`config.mk`:
```
export PLATFORM = sky130hd
export DESIGN_NAME = spi_cmd_front
export DESIGN_NICKNAME = d
export VERILOG_FILES = /design/src/rtl/spi_fe_pkg.sv /design/src/rtl/spi_fe_edge.sv /design/src/rtl/spi_fe_decode.sv /design/src/rtl/spi_fe_seq.sv /design/src/rtl/spi_fe_lanes.sv /design/src/rtl/spi_cmd_front.sv
export SDC_FILE = /design/constraint.sdc
export NUM_CORES = 1
export LEC_CHECK = 0
export BUFFER_PORTS_ARGS = -buffer_cell sky130_fd_sc_hd__buf_4
export CORE_UTILIZATION = 30
export DETAILED_ROUTE_END_ITERATION = 10
export MAX_ROUTING_LAYER = met4
export PLACE_DENSITY = 0.57
export SKIP_LAST_GASP = 1
export SYNTH_ARGS = -nofsm -noshare
export SYNTH_HDL_FRONTEND = slang
export SYNTH_HIERARCHICAL = 1
export SYNTH_SLANG_ARGS = --single-unit
```
`constraint.sdc`:
```
create_clock -name clk -period 3.42 [get_ports clk]
set_input_delay 0.855 -clock clk [delete_from_list [all_inputs] [get_ports clk]]
set_output_delay 0.855 -clock clk [all_outputs]
set_load 0.02 [all_outputs]
```
`src/rtl/spi_fe_pkg.sv`:
```
// Shared types and the command table for the serial command front end.
// Assumes 8-bit opcodes and at most 3 address bytes and 15 latency cycles.
package spi_fe_pkg;

    localparam int OPC_W = 8;

    typedef enum logic [2:0] {
        PH_STBY  = 3'd0,
        PH_INSTR = 3'd1,
        PH_SIN   = 3'd2,
        PH_LAT   = 3'd3,
        PH_OUT   = 3'd4,
        PH_HOLD  = 3'd5,
        PH_WAIT  = 3'd6
    } phase_t;

    typedef enum logic [1:0] {
        LN_NONE = 2'd0,
        LN_X1   = 2'd1,
        LN_X2   = 2'd2,
        LN_X4   = 2'd3
    } lanes_t;

    typedef struct packed {
        logic       known;
        logic [1:0] sin_bytes;
        logic [3:0] lat_cyc;
        lanes_t     lanes;
        logic       ddr;
        logic       wrr;
    } cmd_info_t;

    // Opcode table: which phases a command walks through and how long each lasts.
    function automatic cmd_info_t cmd_lookup(input logic [OPC_W-1:0] op);
        cmd_info_t r;
        r = '0;
        case (op)
            8'h06, 8'h04: r.known = 1'b1;
            8'h01: begin r.known = 1'b1; r.sin_bytes = 2'd2; r.wrr = 1'b1; end
            8'h05: begin r.known = 1'b1; r.lanes = LN_X1; end
            8'h03: begin r.known = 1'b1; r.sin_bytes = 2'd3; r.lanes = LN_X1; end
            8'h0B: begin r.known = 1'b1; r.sin_bytes = 2'd3; r.lat_cyc = 4'd8; r.lanes = LN_X1; end
            8'h3B: begin r.known = 1'b1; r.sin_bytes = 2'd3; r.lat_cyc = 4'd8; r.lanes = LN_X2; end
            8'h6B: begin r.known = 1'b1; r.sin_bytes = 2'd3; r.lat_cyc = 4'd8; r.lanes = LN_X4; end
            8'h0D: begin
                r.known = 1'b1; r.sin_bytes = 2'd3; r.lat_cyc = 4'd8;
                r.lanes = LN_X1; r.ddr = 1'b1;
            end
            default: r = '0;
        endcase
        return r;
    endfunction

    // Next phase once the opcode (from_instr=1) or the input phase has finished.
    function automatic phase_t cmd_route(input cmd_info_t c, input logic from_instr);
        if (from_instr && c.sin_bytes != 2'd0) return PH_SIN;
        if (c.lat_cyc != 4'd0)                 return PH_LAT;
        if (c.lanes != LN_NONE)                return PH_OUT;
        return PH_WAIT;
    endfunction

endpackage

```
`src/rtl/spi_fe_edge.sv`:
```
// Finds serial-clock rising edges by oversampling the pin on the system clock.
// Assumes the pin already meets setup to clk and stays at each level for at least one clk.
module spi_fe_edge (
    input  logic clk,
    input  logic rst_n,
    input  logic sck,
    output logic sck_rise
);
    logic sck_q;

    // Remember the pin level from the previous system clock.
    always_ff @(posedge clk) begin
        if (!rst_n) sck_q <= 1'b0;
        else        sck_q <= sck;
    end

    // A rise is a high level now that was low one clock earlier.
    always_comb sck_rise = sck & ~sck_q;

    // one pin rise is reported once only
    single_rise_chk: assert property (@(posedge clk) disable iff (!rst_n)
        sck_rise |=> !sck_rise);
endmodule

```
`src/rtl/spi_fe_decode.sv`:
```
// Combinational opcode decoder for the bits shifted so far plus the bit on the pin.
// Assumes it is used only on the eighth opcode edge.
module spi_fe_decode
    import spi_fe_pkg::*;
#(
    parameter int OPC_BITS = OPC_W
) (
    input  logic [OPC_BITS-2:0] shreg,
    input  logic                si,
    output logic [OPC_BITS-1:0] opcode,
    output cmd_info_t           info
);
    // Join the partial shift with the last bit and look the result up.
    always_comb begin
        opcode = {shreg, si};
        info   = cmd_lookup(opcode);
    end
endmodule

```
`src/rtl/spi_fe_seq.sv`:
```
// Phase sequencer: opcode shift, phase counting, pause and resume, completion.
// Assumes the pin inputs are synchronous to clk; priority order is chip select,
// start, pause exit, pause entry, then serial-clock rise.
module spi_fe_seq
    import spi_fe_pkg::*;
#(
    parameter int OPC_BITS = OPC_W,
    parameter int CNT_W    = 5
) (
    input  logic                clk,
    input  logic                rst_n,
    input  logic                cs_n,
    input  logic                si,
    input  logic                hold_n,
    input  logic                wp_n,
    input  logic                quad_en,
    input  logic                sck_rise,
    output phase_t              phase,
    output logic [OPC_BITS-1:0] instr,
    output lanes_t              lanes,
    output logic                ddr,
    output logic                wp_latched_n,
    output logic                done
);
    localparam logic [CNT_W-1:0] OPC_LAST = CNT_W'(OPC_BITS - 1);
    localparam logic [CNT_W-1:0] ONE      = CNT_W'(1);

    phase_t              phase_q, saved_q, tgt_ph;
    logic [CNT_W-1:0]    cnt_q, tgt_cnt;
    logic [OPC_BITS-2:0] shreg_q;
    logic [OPC_BITS-1:0] instr_q, dec_op;
    cmd_info_t           info_q, dec_info, src_info;
    logic                ok_q, done_q, wp_q, hold_enable;

    spi_fe_decode #(.OPC_BITS(OPC_BITS)) u_dec (
        .shreg  (shreg_q),
        .si     (si),
        .opcode (dec_op),
        .info   (dec_info)
    );

    // Pausing is allowed only when the shared pin is a pause input and the command is not double-rate.
    always_comb hold_enable = ~quad_en & ~info_q.ddr;

    // Work out the phase and counter load for when the current counted phase runs out.
    always_comb begin
        src_info = (phase_q == PH_INSTR) ? dec_info : info_q;
        case (phase_q)
            PH_INSTR: tgt_ph = cmd_route(src_info, 1'b1);
            PH_SIN:   tgt_ph = cmd_route(src_info, 1'b0);
            PH_LAT:   tgt_ph = PH_OUT;
            default:  tgt_ph = phase_q;
        endcase
        case (tgt_ph)
            PH_SIN:  tgt_cnt = CNT_W'({src_info.sin_bytes, 3'b000}) - ONE;
            PH_LAT:  tgt_cnt = CNT_W'(src_info.lat_cyc) - ONE;
            default: tgt_cnt = '0;
        endcase
    end

    // Main sequencer register set.
    always_ff @(posedge clk) begin
        if (!rst_n) begin
            phase_q <= PH_STBY;
            saved_q <= PH_STBY;
            cnt_q   <= '0;
            shreg_q <= '0;
            instr_q <= '0;
            info_q  <= '0;
            ok_q    <= 1'b0;
            done_q  <= 1'b0;
            wp_q    <= 1'b1;
        end else begin
            done_q <= 1'b0;
            if (cs_n) begin
                done_q  <= ok_q && (phase_q != PH_STBY) && (phase_q != PH_HOLD);
                phase_q <= PH_STBY;
                ok_q    <= 1'b0;
            end else if (phase_q == PH_STBY) begin
                phase_q <= PH_INSTR;
                cnt_q   <= OPC_LAST;
                info_q  <= '0;
                ok_q    <= 1'b0;
            end else if (phase_q == PH_HOLD) begin
                if (hold_n) phase_q <= saved_q;
            end else if (!hold_n && hold_enable) begin
                saved_q <= phase_q;
                phase_q <= PH_HOLD;
            end else if (sck_rise && (phase_q == PH_INSTR || phase_q == PH_SIN || phase_q == PH_LAT)) begin
                if (phase_q == PH_INSTR) begin
                    shreg_q <= {shreg_q[OPC_BITS-3:0], si};
                end
                if (cnt_q == '0) begin
                    if (phase_q == PH_INSTR) begin
                        instr_q <= dec_op;
                        info_q  <= dec_info;
                        wp_q    <= dec_info.wrr ? wp_n : 1'b1;
                    end
                    phase_q <= tgt_ph;
                    cnt_q   <= tgt_cnt;
                    if (tgt_ph == PH_OUT || tgt_ph == PH_WAIT) ok_q <= src_info.known;
                end else begin
                    cnt_q <= cnt_q - ONE;
                end
            end
        end
    end

    assign phase        = phase_q;
    assign instr        = instr_q;
    assign lanes        = info_q.lanes;
    assign ddr          = info_q.ddr;
    assign wp_latched_n = wp_q;
    assign done         = done_q;

    // standby holds while chip select is high
    stby_hold_chk: assert property (@(posedge clk) disable iff (!rst_n)
        (phase_q == PH_STBY && cs_n) |=> phase_q == PH_STBY);
    // a low chip select in standby opens the opcode phase
    cs_start_chk: assert property (@(posedge clk) disable iff (!rst_n)
        (phase_q == PH_STBY && !cs_n) |=> phase_q == PH_INSTR);

    done_lands_stby_chk: assert property (@(posedge clk) disable iff (!rst_n)
        done_q |-> phase_q == PH_STBY);
    // no completion out of a pause
    hold_abort_chk: assert property (@(posedge clk) disable iff (!rst_n)
        (phase_q == PH_HOLD && cs_n) |=> !done_q);
    // the pause holds the opcode register still
    hold_freeze_chk: assert property (@(posedge clk) disable iff (!rst_n)
        (phase_q == PH_HOLD && !cs_n && !hold_n) |=> (phase_q == PH_HOLD && $stable(instr_q)));
    // no pause while the shared pin is a data lane
    quad_no_hold_chk: assert property (@(posedge clk) disable iff (!rst_n)
        (quad_en && phase_q != PH_HOLD) |=> phase_q != PH_HOLD);
endmodule

```
`src/rtl/spi_fe_lanes.sv`:
```
// Per-lane output enables from the phase, the command's lane count and the pin role.
// Assumes lane 1 is the single-wire output and lane 3 is shared with the pause input.
module spi_fe_lanes
    import spi_fe_pkg::*;
#(
    parameter int NUM_IO = 4
) (
    input  logic              clk,
    input  logic              rst_n,
    input  phase_t            phase,
    input  lanes_t            lanes,
    input  logic              quad_en,
    output logic [NUM_IO-1:0] io_oe,
    output logic              io3_is_hold
);
    logic out_active;

    // Lanes are driven only in the output phase.
    always_comb out_active = (phase == PH_OUT);

    for (genvar g = 0; g < NUM_IO; g++) begin : g_lane
        // Enable for one lane, chosen from the lane count and the role of the shared pin.
        always_comb begin
            case (lanes)
                LN_X1:   io_oe[g] = out_active && (g == 1);
                LN_X2:   io_oe[g] = out_active && (g < 2);
                LN_X4:   io_oe[g] = out_active && ((g < NUM_IO - 1) || quad_en);
                default: io_oe[g] = 1'b0;
            endcase
        end
    end

    // The shared pin is a pause input unless quad is enabled.
    always_comb io3_is_hold = ~quad_en;

    // lane 3 is never driven while it is the pause input
    io3_role_chk: assert property (@(posedge clk) disable iff (!rst_n)
        !quad_en |-> !io_oe[NUM_IO-1]);
    // drivers are off outside the output phase
    oe_out_only_chk: assert property (@(posedge clk) disable iff (!rst_n)
        (io_oe != '0) |-> phase == PH_OUT);
endmodule

```
`src/rtl/spi_cmd_front.sv`:
```
// Top of the serial memory command front end: edge finder, sequencer and lane enables.
// Assumes all pins are sampled on clk; every registered result lags its pin event by one clk.
module spi_cmd_front
    import spi_fe_pkg::*;
#(
    parameter int OPC_BITS = OPC_W,
    parameter int CNT_W    = 5,
    parameter int NUM_IO   = 4
) (
    input  logic                clk,
    input  logic                rst_n,
    input  logic                sck,
    input  logic                cs_n,
    input  logic                si,
    input  logic                hold_io3_n,
    input  logic                wp_n,
    input  logic                quad_en,
    output logic [OPC_BITS-1:0] instr,
    output logic [2:0]          phase,
    output logic [NUM_IO-1:0]   io_oe,
    output logic                io3_is_hold,
    output logic                cmd_ddr,
    output logic                cmd_wp_n,
    output logic                cmd_done
);
    logic   sck_rise;
    phase_t ph;
    lanes_t lanes;

    spi_fe_edge u_edge (
        .clk      (clk),
        .rst_n    (rst_n),
        .sck      (sck),
        .sck_rise (sck_rise)
    );

    spi_fe_seq #(.OPC_BITS(OPC_BITS), .CNT_W(CNT_W)) u_seq (
        .clk          (clk),
        .rst_n        (rst_n),
        .cs_n         (cs_n),
        .si           (si),
        .hold_n       (hold_io3_n),
        .wp_n         (wp_n),
        .quad_en      (quad_en),
        .sck_rise     (sck_rise),
        .phase        (ph),
        .instr        (instr),
        .lanes        (lanes),
        .ddr          (cmd_ddr),
        .wp_latched_n (cmd_wp_n),
        .done         (cmd_done)
    );

    spi_fe_lanes #(.NUM_IO(NUM_IO)) u_lanes (
        .clk         (clk),
        .rst_n       (rst_n),
        .phase       (ph),
        .lanes       (lanes),
        .quad_en     (quad_en),
        .io_oe       (io_oe),
        .io3_is_hold (io3_is_hold)
    );

    assign phase = ph;

    // a double-rate command cannot be paused
    ddr_no_hold_chk: assert property (@(posedge clk) disable iff (!rst_n)
        (cmd_ddr && ph != PH_HOLD) |=> ph != PH_HOLD);
endmodule

```
After elaboration in Yosys (flattened, before gate mapping)
Cells that the tools add are included.
Cells by class
  add/sub/neg operators: 3
  eq/ne operators: 26
  multiplexer cells: 52
  bitwise logic cells: 10
  reduce and logical (&&, ||, !) cells: 40
Operators by type and width (number)
  two-way mux 11 bit: 6
  two-way mux 3 bit: 15
  two-way mux 5 bit: 5
  == test 8 x 3 -> 1 bit (second input constant): 3
  two-way mux 1 bit: 21
  == test 8 x 4 -> 1 bit (second input constant): 2
  == test 3 x 2 -> 1 bit (second input constant): 4
  == test 3 bit (second input constant): 4
  AND reduction 6 bit: 2
  nonzero test 4 bit: 3
  one-hot mux 5 bit (2 select lines): 1
  AND reduction 5 bit: 2
  nonzero test 2 bit: 5
  subtractor 5 x 1 -> 5 bit (second input constant): 2
  one-hot mux 3 bit (3 select lines): 1
  nonzero test 3 bit: 3
  OR reduction 9 bit: 1
  == test 8 x 1 -> 1 bit (second input constant): 1
  == test 8 x 2 -> 1 bit (second input constant): 1
  == test 8 x 6 -> 1 bit (second input constant): 1
  == test 8 x 7 -> 1 bit (second input constant): 1
  NOT 1 bit: 8
  AND reduction 4 bit: 2
  OR reduction 4 bit: 2
  23 further kinds: 35
Word-level totals
  bits in registers: 40
  input bits: 8
  output and inout bits: 19
  logic and storage cells: 146

Longest topological paths before layout
  depth after elaboration: 23
  mapped depth: 11
  depth with buffers taken out: 10

By module
Netlist, hierarchy kept.
Modules (own cells, without submodules)
  spi_fe_seq: instances 1, cells each 250, area each 2149.6 um^2
  spi_fe_decode: instances 1, cells each 43, area each 309.0 um^2
  spi_fe_edge: instances 1, cells each 3, area each 40.0 um^2
  spi_fe_lanes: instances 1, cells each 6, area each 40.0 um^2

Worst setup path before layout
Ideal clock, no wire load.
  path type: reg-to-reg
  start point: reg u_seq.phase_q[0] (netlist: u_seq/phase[0])
  end point: reg u_seq.ok_q
  setup time: 0.072 ns
  arrival: 2.693 ns
  data required time: 3.348 ns
  path slack: 0.656 ns
  stages on the path, launching flop included: 10
  clock period less this slack: 2.764 ns
  cell sequence: dfxtp_1 buf_4 nor3b_2 mux2i_1 ha_1 or3b_2 mux2i_1 o21ai_0 nor2_1 mux2i_1
On the way
  cells in the longest elaborated chain, start to end: 14
  elaborated cells on any way between the ends: 39
  classes of those cells: eq/ne (6); mux (22); bitwise (1); reduce/logical (10)
Ends and longest elaborated chain
  start: declaration: line spi_fe_seq.sv:28  | phase_t phase_q, saved_q, tgt_ph;
  start signal: assignment: line spi_fe_seq.sv:85  | if (hold_n) phase_q <= saved_q;
  start signal: assignment: line spi_fe_seq.sv:99  | phase_q <= tgt_ph;
  == test 3 x 1 -> 1 bit: line spi_fe_seq.sv:47, spi_fe_seq.sv:48, spi_fe_seq.sv:89
  two-way mux 11 bit: line spi_fe_seq.sv:47  | src_info = (phase_q == PH_INSTR) ? dec_info : info_q;
  nonzero test 2 bit: line spi_fe_pkg.sv:58  | if (c.lanes != LN_NONE) return PH_OUT;
  two-way mux 1 bit (2 in series): line spi_fe_pkg.sv:58
  two-way mux 1 bit: line spi_fe_pkg.sv:57  | if (c.lat_cyc != 4'd0) return PH_LAT;
  two-way mux 1 bit: line spi_fe_seq.sv:48  | case (phase_q)
  two-way mux 3 bit: line spi_fe_pkg.sv:59  | return PH_WAIT;
  two-way mux 3 bit: line spi_fe_pkg.sv:58
  two-way mux 3 bit: line spi_fe_pkg.sv:57
  one-hot mux 3 bit (3 select lines): line spi_fe_seq.sv:48
  == test 3 bit: line spi_fe_seq.sv:101  | if (tgt_ph == PH_OUT || tgt_ph == PH_WAIT) ok_q <= src_info.known;
  logical OR 1 bit: line spi_fe_seq.sv:101
  AND reduction 5 bit (no line)
  end signal: assignment: line spi_fe_seq.sv:101
  end: declaration: line spi_fe_seq.sv:33  | logic ok_q, done_q, wp_q, hold_enable;
Parallel ways exist; a longest one is shown, timed or not. The select of a mux whose other input is x is not followed.
A chain may end at the register's enable or synchronous reset.

Worst setup path after layout
Same ends and word-level chain as after synthesis.

==> reports/qor.csv <==
stage;metric;value;unit
clocking;CTS Buf Count;5;
detailed_routing;DRC;0;
synth;ys async rst share;0;%
pwr;total power draw;1.01;mW
synth;Post-synth EDFFs;0;
sta;Final period util;79.5;%
sta;Worst-Margin Slew;594;ps
synth;Synth cell types;61;
sta;hold_ws;468;ps
clocking;CTS Buffer Depth;2;
sta;clk_skew;7.27;ps
detailed_routing;drt first-iter violations;119;
final_layout;most common cell after layout, fill and taps aside;dfxtp_1;
critical_path;Critical path buffers and inverters;0;
synth;Seq/Total Area, Yosys;31.5;%
critical_path;crit-path cells;nor3b_2 -> mux2i_1 -> ha_1 -> or3b_2 -> mux2i_1 -> o21ai_0 -> nor2_1 -> mux2i_1;
synth;Post-Synthesis Cells;302;
final_layout;final net count;327;
synth;mean cell area of the mapped netlist;8.41;sq um
detailed_routing;DRT antenna net count;0;
placement;RePlAce Congestion;0.842;
synth;area leader, netlist;dfxtp_1;
clocking;Clock Tree Root;clkbuf_8;
clocking;CTS tree;done;
die;Std-Cell Rows;33;
sta;RSZ-0062 raised after global routing;false;
clocking;Post CTS Setup Buffer Count;0;
synth;Yosys top cell area share;31.5;%
clocking;cts hold-fix bufs;0;
synth;YS warnings;6;
critical_path;Top cell by count, worst path;mux2i_1;
sta;Final Setup Violations;0;
critical_path;CP Class;register to register;
detailed_routing;wire per inst;14.6;microns
worst_hold_path;WHS Endpoint;u_seq/instr[7];
placement;HPWL Detailed;4410;microns
die;Die X;94.0;microns
critical_path;CP Capture Type;register;
synth;ys flop type;dfxtp_1;
sta;Final Hold Vio Count;0;
synth;Yosys reg bits;40;
critical_path;slowest cell delay on critical path;520;ps
die;IO Pins;27;
critical_path;slowest CP cell;or3b_2;
pwr;Pleak;1.09;nW
detailed_routing;drt first pass iters;4;
outcome;outcome;completed;
grt;vias in the first global route;2091;
sta;fmax;368;MHz
final_layout;# diodes;0;
grt;GRT Overall Usage;15.1;%
critical_path;critical-path maximum fanout;7;
sta;normalized max-slew margin;60.0;%
grt;initial antenna violation count;0;
synth;ranking of synthesized cells by area;dfxtp_1, mux2i_1, nand2_1, nor2b_1, buf_4;
critical_path;reg2reg end;u_seq/ok_q;
grt;first-pass GRT wire length;10300;microns
critical_path;CP Data Required Time;3640;ps
worst_hold_path;type of the worst min-delay path;register to register;
detailed_routing;vias;2213;
placement;Port Buffer Count;26;
clocking;CTS H-tree lvls;2;
worst_hold_path;Hold Path Origin;u_seq/instr[7];
critical_path;CP Launch Type;register;
die;die area;8830;sq um
clocking;clock slew at reported path FFs;80;ps
pwr;maximum VDD drop;0.175;mV
critical_path;Worst R2R Start;u_seq/phase[0];
sta;Tmin final;2720;ps
clocking;clock sink count;40;
die;chip height;94.0;microns
sta;Slew Viols, Final;0;
grt;largest net degree at the start of global routing;39;
sta;setup TNS;0;ps
synth;Syn Std Cell Area;2540;sq um
critical_path;reg2reg setup slack;700;ps
die;Core ar.;8220;sq um
flow_run;Maximum Capacitance Violations;0;
critical_path;CP delay by family, top;simple AND/OR/NAND/NOR gates;
detailed_routing;routed vias/inst;5.24;
critical_path;R2R depth;8;
final_layout;commonest cells after routing, fill and taps aside;dfxtp_1, buf_4, nand2_1, nor2_1;
die;Initial Util;30.9;%
detailed_routing;DRT Wirelength;6160;microns
clocking;Clock Latency Late Sink;290;ps
critical_path;CP arrival;2940;ps
pwr;PwrDens;354;nW/um^2
final_layout;share of layout cells above drive strength 1;18.0;%
worst_hold_path;Worst Hold Depth;2;
final_layout;Post-Route Utilization;34.6;%
clocking;post-CTS sizing;0;
grt;grt total ovfl;0;
final_layout;Area Growth Syn to Fin;12.1;%
tightest hold or removal path: stages, from the launching register on:
cell and delay, ps:
dfxtp_1 320, nand2_1 50, a21boi_0 60
routing by layer:
layer / global-route usage, % / vias up / wire [microns]
met5: - / - / 0
met3: 3.16 / 3 / 390
met2: 22.1 / 75 / 2820
li1: - / 1102 / -
met1: 20.7 / 1033 / 2920
met4: 4.62 / 0 / 29
registers in the layout (all words and copies together) (netlist names):
signal / count
u_seq/instr: 8
u_seq/info_q: 7
u_seq/shreg_q: 7
u_seq/cnt_q: 5
u_seq/phase: 3
u_seq/saved_q: 3
u_seq/lanes: 2
u_edge/sck_q: 1
u_seq/ddr: 1
u_seq/done: 1
u_seq/ok_q: 1
u_seq/wp_latched_n: 1
how the worst max path moves through the flow:
stage	start	end	slack [ps]	cells past startpoint
2_1_floorplan	u_seq/phase[0]	u_seq/ok_q	660	9
3_3_place_gp	u_seq/phase[0]	u_seq/ok_q	780	8
3_5_place_dp	u_seq/phase[0]	u_seq/ok_q	730	8
4_1_cts	u_seq/phase[0]	u_seq/ok_q	730	8
5_1_grt	u_seq/shreg_q[1]	u_seq/cnt_q[2]	500	10
6_report	u_seq/phase[0]	u_seq/ok_q	700	8
power by group:
part / leakage, nW / total, mW / switching (mW) / internal (mW)
Combinational: 0.707 / 0.135 / 0.0792 / 0.0558
Clock: 0.0541 / 0.397 / 0.180 / 0.216
Sequential: 0.324 / 0.477 / 0.00567 / 0.471
Total: 1.09 / 1.01 / 0.265 / 0.743
logic make-up (layout without fill, tap and decap cells):
logic type	Yosys count	count (layout)	share of synthesized area, %
and+or+nand+nor	126	126	29.2
AOI/OAI and AO/OA	74	74	20.6
DFF	40	40	31.5
buffers and inverters	36	49	8.67
muxes	17	17	6.70
xor gates and xnor gates	5	5	1.73
adders and majority gates	3	3	1.48
other	1	3	0.148
stage by stage:
step | instance area, sq um | std cells | setup WS (ps)
2_1_floorplan | 2550 | 304 | 656
3_3_place_gp | 2740 | 414 | 785
3_5_place_dp | 2740 | 414 | 732
4_1_cts | 2850 | 422 | 729
5_1_grt | 2850 | 422 | 501
6_report | 2850 | 422 | 700
Yosys cell counts (8+ instances only):
library cell,n
nor2b_1,17
o21ai_0,11
a21boi_0,11
clkbuf_1,8
a21oi_1,10
nor2_1,19
mux2i_1,17
nand2_1,30
inv_1,8
buf_4,14
dfxtp_1,40
nor3_1,8
area by class of cell:
cell class,instances,area [sq um]
fillers,861,5370
multi-input cells,228,1530
flip-flops and latches,40,801
repair buffers,33,248
well taps,105,131
clock buffers,5,68.8
clock inverters,3,42.5
inverters,8,30.0
No activity file was read; power rests on OpenSTA's default activity.
